**config.mk**
```make
export PLATFORM = sky130hd
export DESIGN_NAME = cpu_wait_gen
export DESIGN_NICKNAME = d
export VERILOG_FILES = /design/src/rtl/cpu_wait_pkg.sv /design/src/rtl/wait_mode_map.sv /design/src/rtl/wait_trig_detect.sv /design/src/rtl/wait_cycle_ctrl.sv /design/src/rtl/cpu_wait_gen.sv
export SDC_FILE = /design/constraint.sdc
export NUM_CORES = 1
export LEC_CHECK = 0
export BUFFER_PORTS_ARGS = -buffer_cell sky130_fd_sc_hd__buf_2
export CORE_AREA = 2 2 39 41
export DETAILED_ROUTE_END_ITERATION = 8
export DIE_AREA = 0 0 41 43
export PLACE_DENSITY = 0.56
export SKIP_CTS_REPAIR_TIMING = 1
export SLEW_MARGIN = 20
export SYNTH_ARGS = -nofsm -noshare
export SYNTH_HDL_FRONTEND = slang
export SYNTH_HIERARCHICAL = 1
export SYNTH_SLANG_ARGS = --single-unit
```
**constraint.sdc**
```tcl
create_clock -name clk -period 2 [get_ports clk]
set_input_delay 0.1 -clock clk [delete_from_list [all_inputs] [get_ports clk]]
set_output_delay 0.1 -clock clk [all_outputs]
set_load 0.03 [all_outputs]
```
**src/rtl/cpu_wait_pkg.sv**
```systemverilog
package cpu_wait_pkg;

    localparam int unsigned WCNT_W = 4;

    typedef enum logic [1:0] {
        SEL_NORMAL = 2'b00,
        SEL_MIDDLE = 2'b01,
        SEL_FAST   = 2'b10,
        SEL_SPARE  = 2'b11
    } wait_sel_e;

    typedef enum logic [0:0] {
        TRIG_OPFETCH = 1'b0,
        TRIG_MEMACC  = 1'b1
    } trig_kind_e;

    typedef struct packed {
        trig_kind_e          kind;
        logic [WCNT_W-1:0]   count;
    } wait_plan_t;

endpackage

```
**src/rtl/wait_mode_map.sv**
```systemverilog
module wait_mode_map
    import cpu_wait_pkg::*;
#(
    parameter int unsigned ALT_MAP   = 0,
    parameter int unsigned MID_WAITS = 3
) (
    input  logic [1:0] mode_sel,
    output wait_plan_t plan
);

    localparam logic [WCNT_W-1:0] ONE_WAIT = WCNT_W'(1);
    localparam logic [WCNT_W-1:0] MID_CNT  = WCNT_W'(MID_WAITS);

    generate
        if (ALT_MAP == 0) begin : g_std_map
            always_comb begin
                case (wait_sel_e'(mode_sel))
                    SEL_MIDDLE: plan = '{kind: TRIG_MEMACC,  count: MID_CNT};
                    SEL_FAST:   plan = '{kind: TRIG_MEMACC,  count: ONE_WAIT};
                    default:    plan = '{kind: TRIG_OPFETCH, count: ONE_WAIT};
                endcase
            end
        end else begin : g_alt_map
            always_comb begin
                case (wait_sel_e'(mode_sel))
                    SEL_MIDDLE: plan = '{kind: TRIG_MEMACC,  count: ONE_WAIT};
                    default:    plan = '{kind: TRIG_OPFETCH, count: ONE_WAIT};
                endcase
            end
        end
    endgenerate

endmodule

```
**src/rtl/wait_trig_detect.sv**
```systemverilog
module wait_trig_detect
    import cpu_wait_pkg::*;
(
    input  trig_kind_e kind,
    input  logic       m1_n,
    input  logic       mreq_n,
    input  logic       rd_n,
    input  logic       wr_n,
    output logic       qual_hit
);

    logic fetch_seen;
    logic access_seen;

    always_comb begin
        fetch_seen  = !m1_n;
        access_seen = !rd_n || !wr_n;
        qual_hit    = !mreq_n &&
                      ((kind == TRIG_OPFETCH) ? fetch_seen : access_seen);
    end

endmodule

```
**src/rtl/wait_cycle_ctrl.sv**
```systemverilog
module wait_cycle_ctrl #(
    parameter int unsigned CNT_W = 4
) (
    input  logic             clk,
    input  logic             rst,
    input  logic             mreq_n,
    input  logic             qual_hit,
    input  logic [CNT_W-1:0] load_count,
    output logic             gen_wait
);

    typedef struct packed {
        logic             armed;
        logic [CNT_W-1:0] cnt;
    } ctrl_st_t;

    ctrl_st_t st_d;
    ctrl_st_t st_q;

    always_comb begin
        st_d = st_q;
        if (st_q.cnt != '0) begin
            st_d.cnt = st_q.cnt - CNT_W'(1);
        end
        if (mreq_n) begin
            st_d.armed = 1'b1;
        end else if (st_q.armed && qual_hit) begin
            st_d.armed = 1'b0;
            st_d.cnt   = load_count;
        end
    end

    always_ff @(posedge clk) begin
        if (rst) begin
            st_q <= '{armed: 1'b0, cnt: '0};
        end else begin
            st_q <= st_d;
        end
    end

    assign gen_wait = (st_q.cnt != '0);

endmodule

```
**src/rtl/cpu_wait_gen.sv**
```systemverilog
module cpu_wait_gen
    import cpu_wait_pkg::*;
#(
    parameter int unsigned ALT_MAP   = 0,
    parameter int unsigned MID_WAITS = 3
) (
    input  logic       clk,
    input  logic       rst,
    input  logic       m1_n,
    input  logic       mreq_n,
    input  logic       rd_n,
    input  logic       wr_n,
    input  logic [1:0] mode_sel,
    input  logic       ext_wait_n,
    output logic       cpu_wait_n
);

    wait_plan_t plan;
    logic       qual_hit;
    logic       gen_wait;

    wait_mode_map #(
        .ALT_MAP   (ALT_MAP),
        .MID_WAITS (MID_WAITS)
    ) u_map (
        .mode_sel (mode_sel),
        .plan     (plan)
    );

    wait_trig_detect u_detect (
        .kind     (plan.kind),
        .m1_n     (m1_n),
        .mreq_n   (mreq_n),
        .rd_n     (rd_n),
        .wr_n     (wr_n),
        .qual_hit (qual_hit)
    );

    wait_cycle_ctrl #(
        .CNT_W (WCNT_W)
    ) u_ctrl (
        .clk        (clk),
        .rst        (rst),
        .mreq_n     (mreq_n),
        .qual_hit   (qual_hit),
        .load_count (plan.count),
        .gen_wait   (gen_wait)
    );

    assign cpu_wait_n = ext_wait_n && !gen_wait;

endmodule

```
[Word-level counts from Yosys, hierarchy flattened]
Cells that the tools add are included.
Word-level totals
  flip-flop bits (word level): 5
  memories: 0
  ROM bits: 0
  word-level logic and storage cells: 22
  input port bits: 9
  RAM bits: 0
  latch bits: 0
  output and inout bits: 1
Cells by class
  shift-type cells: 0
  magnitude comparators: 0
  eq/ne operators: 2
  reductions and logical operators: 11
  bitwise gates (word level): 0
  div/mod/pow operators: 0
  multiplexer cells: 6
  $add $sub $neg: 1
  multipliers: 0
Operator list (number)
  case mux 5 bit (2 select lines): 1
  2-to-1 mux 4 bit: 2
  zero test 1 bit: 5
  2-to-1 mux 5 bit: 1
  nonzero test 4 bit: 1
  subtractor 4 x 1 -> 4 bit (second input constant): 1
  logical AND 1 bit: 3
  equality test 2 x 1 -> 1 bit (second input constant): 1
  equality test 2 bit (second input constant): 1
  2-to-1 mux 1 bit: 2
  nonzero test 2 bit: 1
  logical OR 1 bit: 1

[Depth between registers and ports, before layout]
Gate-level depths: netlist of run 1.
  depth in word-level cells: 7
  depth in mapped cells: 8
  mapped depth without buffers: 8

[Cells and area by module]
The synthesis of run 1 kept the hierarchy.
Modules (own cells, without submodules)
  wait_cycle_ctrl: times used 1, area an instance 260.2 µm², cells each 30, sequential area each 100.1 µm²
  wait_mode_map: times used 1, area an instance 50.0 µm², cells each 8, sequential area each 0.0 µm²
  wait_trig_detect: times used 1, area an instance 15.0 µm², cells each 2, sequential area each 0.0 µm²
  cpu_wait_gen: times used 1, area an instance 13.8 µm², cells each 1, sequential area each 0.0 µm²

[Least setup slack after synthesis of run 1]
OpenSTA, ideal clock, no wires.
  kind: input-to-reg
  start: in mode_sel[1]
  end: reg u_ctrl/st_q[1] (netlist name)
  setup slack: 0.597 ns
  library setup time: 0.078 ns
  required time: 1.922 ns
  arrival: 1.325 ns
  stages: 8
  path buffers: 0
  cell sequence: inv_1 -> ha_1 -> inv_1 -> nor2b_1 -> a311oi_1 -> nand3b_1 -> o211a_1 -> nor3_1
RTL lines
  start: declaration: line cpu_wait_gen.sv:13  | input logic [1:0] mode_sel,
  end signal: assignment: line wait_cycle_ctrl.sv:35  | st_q <= '{armed: 1'b0, cnt: '0};
  end signal: assignment: line wait_cycle_ctrl.sv:37  | st_q <= st_d;
  end: declaration: line wait_cycle_ctrl.sv:18  | ctrl_st_t st_q;

[Worst setup path in the final report of run 1]
  start: reg u_ctrl/st_q[0] (netlist name)
  end: out cpu_wait_n
Between the ends
  longest elaborated chain between the ends: 3
RTL lines
  nonzero test 4 bit: line wait_cycle_ctrl.sv:41  | assign gen_wait = (st_q.cnt != '0);
  via gen_wait: line cpu_wait_gen.sv:20  | logic gen_wait;
  zero test 1 bit: line cpu_wait_gen.sv:50  | assign cpu_wait_n = ext_wait_n && !gen_wait;
  logical AND 1 bit: line cpu_wait_gen.sv:50
  end: declaration: line cpu_wait_gen.sv:15  | output logic cpu_wait_n
The timed path passes the listed nets, and every way through them passes these cells.

==> key figures, run 1 <==
Min path
  – Hold crit path type: input pin to flip-flop
  – Hold Path Depth: 2

Floorplan
  – Rows: 14
  – Die W: 41 um
  – Die Span Y: 43 um
  – Starting Density: 24.5%
  – Die area: 1760 um2
  – Core area: 1380 um2
  – I/O pins: 10

Global routing
  – First-pass GRT wire length: 979 um
  – Largest net degree at the start of global routing: 8
  – Met2 GRT Util: 13.4%
  – Vias in the first global route: 270
  – Initial antenna violation count: 0
  – Global Route Usage Sum: 8.73%
  – Met1 usage: 8.04%
  – Remaining Overflow, GRT: 0
  – Met3 usage: 5.24%
  – Most Crowded Layer GR: met2

Timing
  – RSZ-0062 raised after global routing: false
  – Worst setup margin: 0.365 ns
  – Fin. max-slew vios: 0
  – Final setup violation count: 0
  – Final period utilization: 81.7%
  – Max Freq: 612 MHz
  – Final hold slack: 0.0911 ns
  – Final setup TNS: 0 ns
  – Fin. Hold Viols: 0
  – Clock period minus worst slack: 1.63 ns
  – Clk_skew: 0.000425 ns

Place
  – Port-buffer cells: 9
  – Cells after DPL: 64
  – Gpl congestion: 0.684
  – DP HPWL: 444 um
  – Pre-CTS WS: 0.334 ns

Critical path
  – Largest stage delay on the critical path: 0.32 ns
  – CP endpoint kind: output port
  – CP required: 1.90 ns
  – Critical-path top delay cell: dfxtp_1
  – WP data arrival: 1.53 ns
  – R2R depth: 6
  – Most used cell, CP: inv_1
  – Top Family by Delay on Critical Path: simple AND/OR/NAND/NOR gates
  – CP Cell Sequence: inv_1 -> ha_1 -> nor3b_2 -> inv_1 -> nor2b_4 -> buf_2
  – Crit path max fanout: 4
  – Crit. path cell count: 6
  – Worst Path Buf+Inv: 3
  – Crit path launch type: flip-flop
  – WS Path Type: flip-flop to output port

Drt
  – Iteration-0 DRC Markers: 7
  – Via count: 283
  – Final antenna-violating net count: 0
  – Total wire length: 544 um
  – Vias per std cell: 4.16
  – Residual DRC: 0
  – Pre-antenna DRT Iters: 2
  – Routed len/inst: 8.00 um

Synthesis
  – Seq/Total Area, Yosys: 29.5%
  – Synth Instances: 41
  – Synth warnings: 6
  – Area contributors post-synth: dfxtp_1 (30%), ha_1 (7.4%), buf_4 (6.6%)
  – Mapped Area: 339 um2
  – Synth area leader: dfxtp_1
  – Synth Area per Inst: 8.27 um2
  – Synth Register Bits: 5
  – Synth top area share: 29.5%
  – Post-synthesis cell type count: 20

Power and ir drop
  – Worst vdd ir: 0.397 mV
  – Power per cell area: 1280 nW/um2
  – Leak Pwr: 0.000204 uW

Layout
  – Post-route core utilization: 29.7%
  – Max reg flops: 5
  – Top Registers: u_ctrl/st_q (5)
  – Commonest non-fill, non-tap cells in the layout: buf_2 (9), inv_1 (6), nor2_1 (5), dfxtp_1 (5)
  – Ant. Diodes: 0
  – Largest Register: u_ctrl/st_q
  – Share of layout cells above drive strength 1: 28.8%
  – Nets: 64
  – Non-filler cells, final: 68
  – Most common cell after layout, fill and taps aside: buf_2
  – Layout area overhead: 21.4%

Clocking
  – CTS sink cnt: 5
  – Total CTS buffers: 3
  – Clock Root Buffer: clkbuf_4
  – Clock transition at the registers of the reported paths: 0.04 ns
  – Worst skew pair latency: 0.24 ns
  – CTS tree: built
  – Max Buffers Root-to-Sink: 2
  – H-tree levels: 1

Flow run
  – Maxcap violations: 0

Outcome
  – Status: completed
## worst register-to-register path, stage by stage, from the launching register on
cell and delay [ns]:
dfxtp_1 0.32, inv_1 0.06, ha_1 0.19, nor3b_2 0.31
nand2_1 0.09, o211a_1 0.11, nor3_1 0.15
## power breakdown
part	total [uW]	internal, uW	switching [uW]
logic	253	127	126
clock network	114	75.3	38.8
registers	159	132	26.6
## worst paths after layout
path             startpoint              to  slack [ns]
max reg2reg  u_ctrl/st_q[0]  u_ctrl/st_q[1]        0.69
max          u_ctrl/st_q[0]      cpu_wait_n        0.37
min                     rst  u_ctrl/st_q[3]        0.09
min reg2reg  u_ctrl/st_q[4]  u_ctrl/st_q[4]        0.48
## layout make-up
cell class / count / area, um2
fill: 160 / 972
multi-input combinational: 28 / 198
clock buffer: 4 / 26.3
tap: 16 / 20.0
inverter: 6 / 22.5
sequential: 5 / 100
timing repair buffer: 9 / 45.0
## kinds of logic after synthesis
group | Yosys count | synth area share [%]
simple gates | 15 | 27.3
xor+xnor | 1 | 2.58
compound gates | 6 | 14.8
fa+ha+maj | 2 | 7.38
other cells | 2 | 2.21
mux | 1 | 2.95
flops | 5 | 29.5
buf+inv | 9 | 13.3
## synthesized netlist by cell type, drive strengths merged
master / number
a211oi: 1
a21oi: 2
a311oi: 2
buf: 3
conb: 2
dfxtp: 5
ha: 2
inv: 6
mux2i: 1
nand2: 1
nand2b: 1
nand3b: 2
nor2: 5
nor2b: 2
nor3: 2
nor3b: 1
o211a: 1
or3: 1
xnor2: 1
## per-layer routing
metal	part of all wire, %	vias to the layer above	routed length (um)
met5	0	-	0
li1	-	151	-
met3	10	0	56
met2	44	10	237
met1	46	122	250
met4	0	0	0
## through the flow
| step | area [um2] | power [uW] |
|---|---|---|
| floorplan | 343 | 372 |
| global placement | 385 | 413 |
| detailed placement | 385 | 417 |
| CTS | 412 | 542 |
| global route | 412 | 587 |
| finish | 412 | 526 |
Note: power is estimated with default switching activity, not from simulation.
==> run 2: changes to the inputs <==
--- a/config.mk
+++ b/config.mk
@@ -5,11 +5,12 @@
 export SDC_FILE = /design/constraint.sdc
 export NUM_CORES = 1
 export LEC_CHECK = 0
+export ABC_AREA = 1
 export BUFFER_PORTS_ARGS = -buffer_cell sky130_fd_sc_hd__buf_2
 export CORE_AREA = 2 2 39 41
 export DETAILED_ROUTE_END_ITERATION = 8
 export DIE_AREA = 0 0 41 43
-export PLACE_DENSITY = 0.56
+export PLACE_DENSITY = 0.62
 export SKIP_CTS_REPAIR_TIMING = 1
 export SLEW_MARGIN = 20
 export SYNTH_ARGS = -nofsm -noshare
==> constraint.sdc (replaced) <==
create_clock -name clk -period 1.3 [get_ports clk]
set_input_delay 0.065 -clock clk [delete_from_list [all_inputs] [get_ports clk]]
set_output_delay 0.065 -clock clk [all_outputs]
set_load 0.03 [all_outputs]
==> key figures, run 2 <==
Global routing
  – First-pass GRT wire length: 1.06 mm (was 979 um)
  – Met3 usage: 1.57% (was 5.24%)
  – Vias in the first global route: 291 (was 270)
  – Met2 GRT Util: 13.8% (was 13.4%)
  – Global Route Usage Sum: 9.04% (was 8.73%)
  – Met1 usage: 10.9% (was 8.04%)
  – Initial antenna violation count: 0 (unchanged)
  – Remaining Overflow, GRT: 0 (unchanged)
  – Most Crowded Layer GR: met2 (unchanged)
  – Largest net degree at the start of global routing: 6 (was 8)

Drt
  – Via count: 333 (was 283)
  – Total wire length: 616 um (was 544 um)
  – Final antenna-violating net count: 0 (unchanged)
  – Iteration-0 DRC Markers: 10 (was 7)
  – Residual DRC: 0 (unchanged)
  – Routed len/inst: 7.00 um (was 8.00 um)
  – Pre-antenna DRT Iters: 4 (was 2)
  – Vias per std cell: 3.78 (was 4.16)

Clocking
  – H-tree levels: 1 (unchanged)
  – Max Buffers Root-to-Sink: 2 (unchanged)
  – CTS sink cnt: 5 (unchanged)
  – Worst skew pair latency: 0.23 ns (was 0.24 ns)
  – Clock Root Buffer: clkbuf_4 (unchanged)
  – Clock transition at the registers of the reported paths: 0.04 ns (about the same)
  – Total CTS buffers: 3 (unchanged)
  – CTS tree: built (unchanged)

Place
  – Gpl congestion: 0.729 (was 0.684)
  – DP HPWL: 515 um (was 444 um)
  – Cell Area, Placed: 434 um2 (was 385 um2)
  – Port-buffer cells: 9 (unchanged)
  – Pre-CTS WS: -0.0343 ns (was 0.334 ns)

Critical path
  – CP endpoint kind: output port (unchanged)
  – Largest stage delay on the critical path: 0.31 ns (was 0.32 ns)
  – CP Launch Point: u_ctrl/st_q[0] (unchanged)
  – WS Path Type: flip-flop to output port (unchanged)
  – WP data arrival: 1.17 ns (was 1.53 ns)
  – R2R depth: 7 (was 6)
  – CP required: 1.24 ns (was 1.90 ns)
  – CP Cell Sequence: inv_2 -> ha_4 -> nand2_2 -> nor2_2 -> buf_6 (was inv_1 -> ha_1 -> nor3b_2 -> inv_1 -> nor2b_4 -> buf_2)
  – Worst Setup EP: cpu_wait_n (unchanged)
  – R2R setup slack: 0.19 ns (was 0.69 ns)
  – Crit path launch type: flip-flop (unchanged)
  – Critical-path top delay cell: dfxtp_1 (unchanged)
  – Crit path max fanout: 5 (was 4)
  – Crit Reg-Reg Endpoint: u_ctrl/st_q[1] (unchanged)
  – Reg2Reg Launch Point: u_ctrl/st_q[1] (was u_ctrl/st_q[0])

Layout
  – Final instance area: 479 um2 (was 412 um2)
  – Most common cell after layout, fill and taps aside: inv_1 (was buf_2)
  – Commonest non-fill, non-tap cells in the layout: inv_1 (12), nand2_1 (11), buf_2 (8) (was buf_2 (9), inv_1 (6), nor2_1 (5), dfxtp_1 (5))
  – Fillers: 151 (was 160)
  – Largest Register: u_ctrl/st_q (unchanged)
  – Top Registers: u_ctrl/st_q (5) (unchanged)
  – Layout area overhead: 23.5% (was 21.4%)
  – Share of layout cells above drive strength 1: 34.7% (was 28.8%)
  – Multi-input gate area: 220 um2 (was 198 um2)
  – Nets: 84 (was 64)
  – Max reg flops: 5 (unchanged)
  – Post-route core utilization: 34.6% (was 29.7%)
  – Register area: 100 um2 (unchanged)
  – Ant. Diodes: 0 (unchanged)

Power and ir drop
  – Internal power: 596 uW (was 335 uW)
  – Switching Share: 43.7% (was 36.3%)
  – Worst vdd ir: 0.729 mV (was 0.397 mV)
  – Power per cell area: 2210 nW/um2 (was 1280 nW/um2)
  – Leak Pwr: 0.000272 uW (was 0.000204 uW)
  – Total power: 1060 uW (was 526 uW)
  – Switching pwr: 464 uW (was 191 uW)
  – Clk pwr share: 16.4% (was 21.7%)
  – Combinational group share of total power: 59.2% (was 48.1%)
  – Sequential share of power: 24.4% (was 30.2%)

Floorplan
  – I/O pins: 10 (unchanged)
  – Core area: 1380 um2 (unchanged)
  – Die area: 1760 um2 (unchanged)
  – Die Span Y: 43 um (unchanged)
  – Rows: 14 (unchanged)
  – Starting Density: 28.0% (was 24.5%)
  – Die W: 41 um (unchanged)

Synthesis
  – Post-synth top cells: inv_1 (12), nand2_1 (11), nor2_1 (6), dfxtp_1 (5) (was inv_1 (6), dfxtp_1 (5), nor2_1 (5), buf_4 (3))
  – Async SR Flop Fraction: 0% (unchanged)
  – Most common cell in the netlist: inv_1 (unchanged)
  – Post-synth EDFFs: 0 (unchanged)
  – Post-synthesis cell type count: 18 (was 20)
  – Seq/Total Area, Yosys: 25.8% (was 29.5%)
  – Main synth FF type: dfxtp_1 (unchanged)
  – Synth Instances: 61 (was 41)
  – Synth area leader: dfxtp_1 (unchanged)
  – Mapped Area: 388 um2 (was 339 um2)
  – Synth top area share: 25.8% (was 29.5%)
  – Synth Area per Inst: 6.36 um2 (was 8.27 um2)
  – Synth Register Bits: 5 (unchanged)
  – Area contributors post-synth: dfxtp_1 (26%), inv_1 (12%), nand2_1 (11%) (was dfxtp_1 (30%), ha_1 (7.4%), buf_4 (6.6%))
  – Synth warnings: 6 (unchanged)

Timing
  – Final hold slack: 0.0567 ns (was 0.0911 ns)
  – Worst setup margin: 0.0674 ns (was 0.365 ns)
  – Clock period minus worst slack: 1.23 ns
  – Clk_skew: 0.00433 ns (was 0.000425 ns)
  – Fin. max-slew vios: 0 (unchanged)
  – Fin. Hold Viols: 0 (unchanged)
  – Final period utilization: 94.8%
  – Max Freq: 811 MHz
  – Final setup violation count: 0 (unchanged)

Min path
  – Hold crit path type: input pin to flip-flop (unchanged)
  – Hold Path Origin: rst (unchanged)

Flow run
  – Maxcap violations: 0 (unchanged)

Outcome
  – Status: completed (unchanged)
## run 2: cell count changes after synthesis, sizes merged, moves of 2 or more
cell / previous run / this run
a311oi: 2 / 0
nand3: 0 / 5
nor2b: 2 / 0
nor3: 2 / 0
nor2: 5 / 8
o21ai: 0 / 2
nand2: 1 / 13
nand3b: 2 / 0
inv: 6 / 15
## run 2: power by group through the flow
stage               combinational (uW)  sequential (uW)  clock [uW]
floorplan                          474              254           0
global placement                   554              260           0
detailed placement                 564              261           0
CTS                                565              259         183
global route                       711              269         197
finish                             628              259         174
## run 2: layer usage
| layer | part of all wire (%) | vias to the layer above |
|---|---|---|
| met5 | 0 | - |
| met4 | 0 | 0 |
| met3 | 2.8 | 0 |
| met2 | 52 | 3 |
| met1 | 46 | 134 |
| li1 | - | 196 |
## run 2: worst min path at each step
| stage | to | slack [ns] | depth (start not counted) |
|---|---|---|---|
| 2_1_floorplan | u_ctrl/st_q[2] | 0.13 | 1 |
| 3_3_place_gp | u_ctrl/st_q[3] | 0.30 | 2 |
| 3_5_place_dp | u_ctrl/st_q[3] | 0.30 | 2 |
| 4_1_cts | u_ctrl/st_q[3] | 0.05 | 2 |
| 5_1_grt | u_ctrl/st_q[2] | 0.06 | 2 |
| 6_report | u_ctrl/st_q[3] | 0.06 | 2 |
## run 2: stage by stage
step                TNS [ns]  cells
floorplan                  0     62
global placement     -0.0113     84
detailed placement   -0.0343     84
CTS                  -0.0444     88
global route         -0.0117     88
finish                     0     88
## run 2: worst max-delay path, delay by kind of cell (launching register included)
kind | cells | cell delay (ns)
flip-flops | 1 | 0.31
buffers and inverters | 2 | 0.23
AND/OR/NAND/NOR | 2 | 0.22
adder cells (fa/ha/maj) | 1 | 0.16
## run 2: logic make-up after synthesis
kind of cell	Yosys count	share of synthesized area, %
buffers and inverters	19	21.6
XOR/XNOR	1	2.26
adder cells (fa/ha/maj)	2	6.45
AO/OA/AOI/OAI	5	8.39
AND/OR/NAND/NOR	27	33.5
flip-flops	5	25.8
other	2	1.94
## run 2: area by class of cell
cell class	count	share of cell area, %
inverters	16	12.8
repair buffers	9	10.7
clock buffers	4	5.48
well taps	16	4.18
flip-flops and latches	5	20.9
multi-input cells	38	46.0
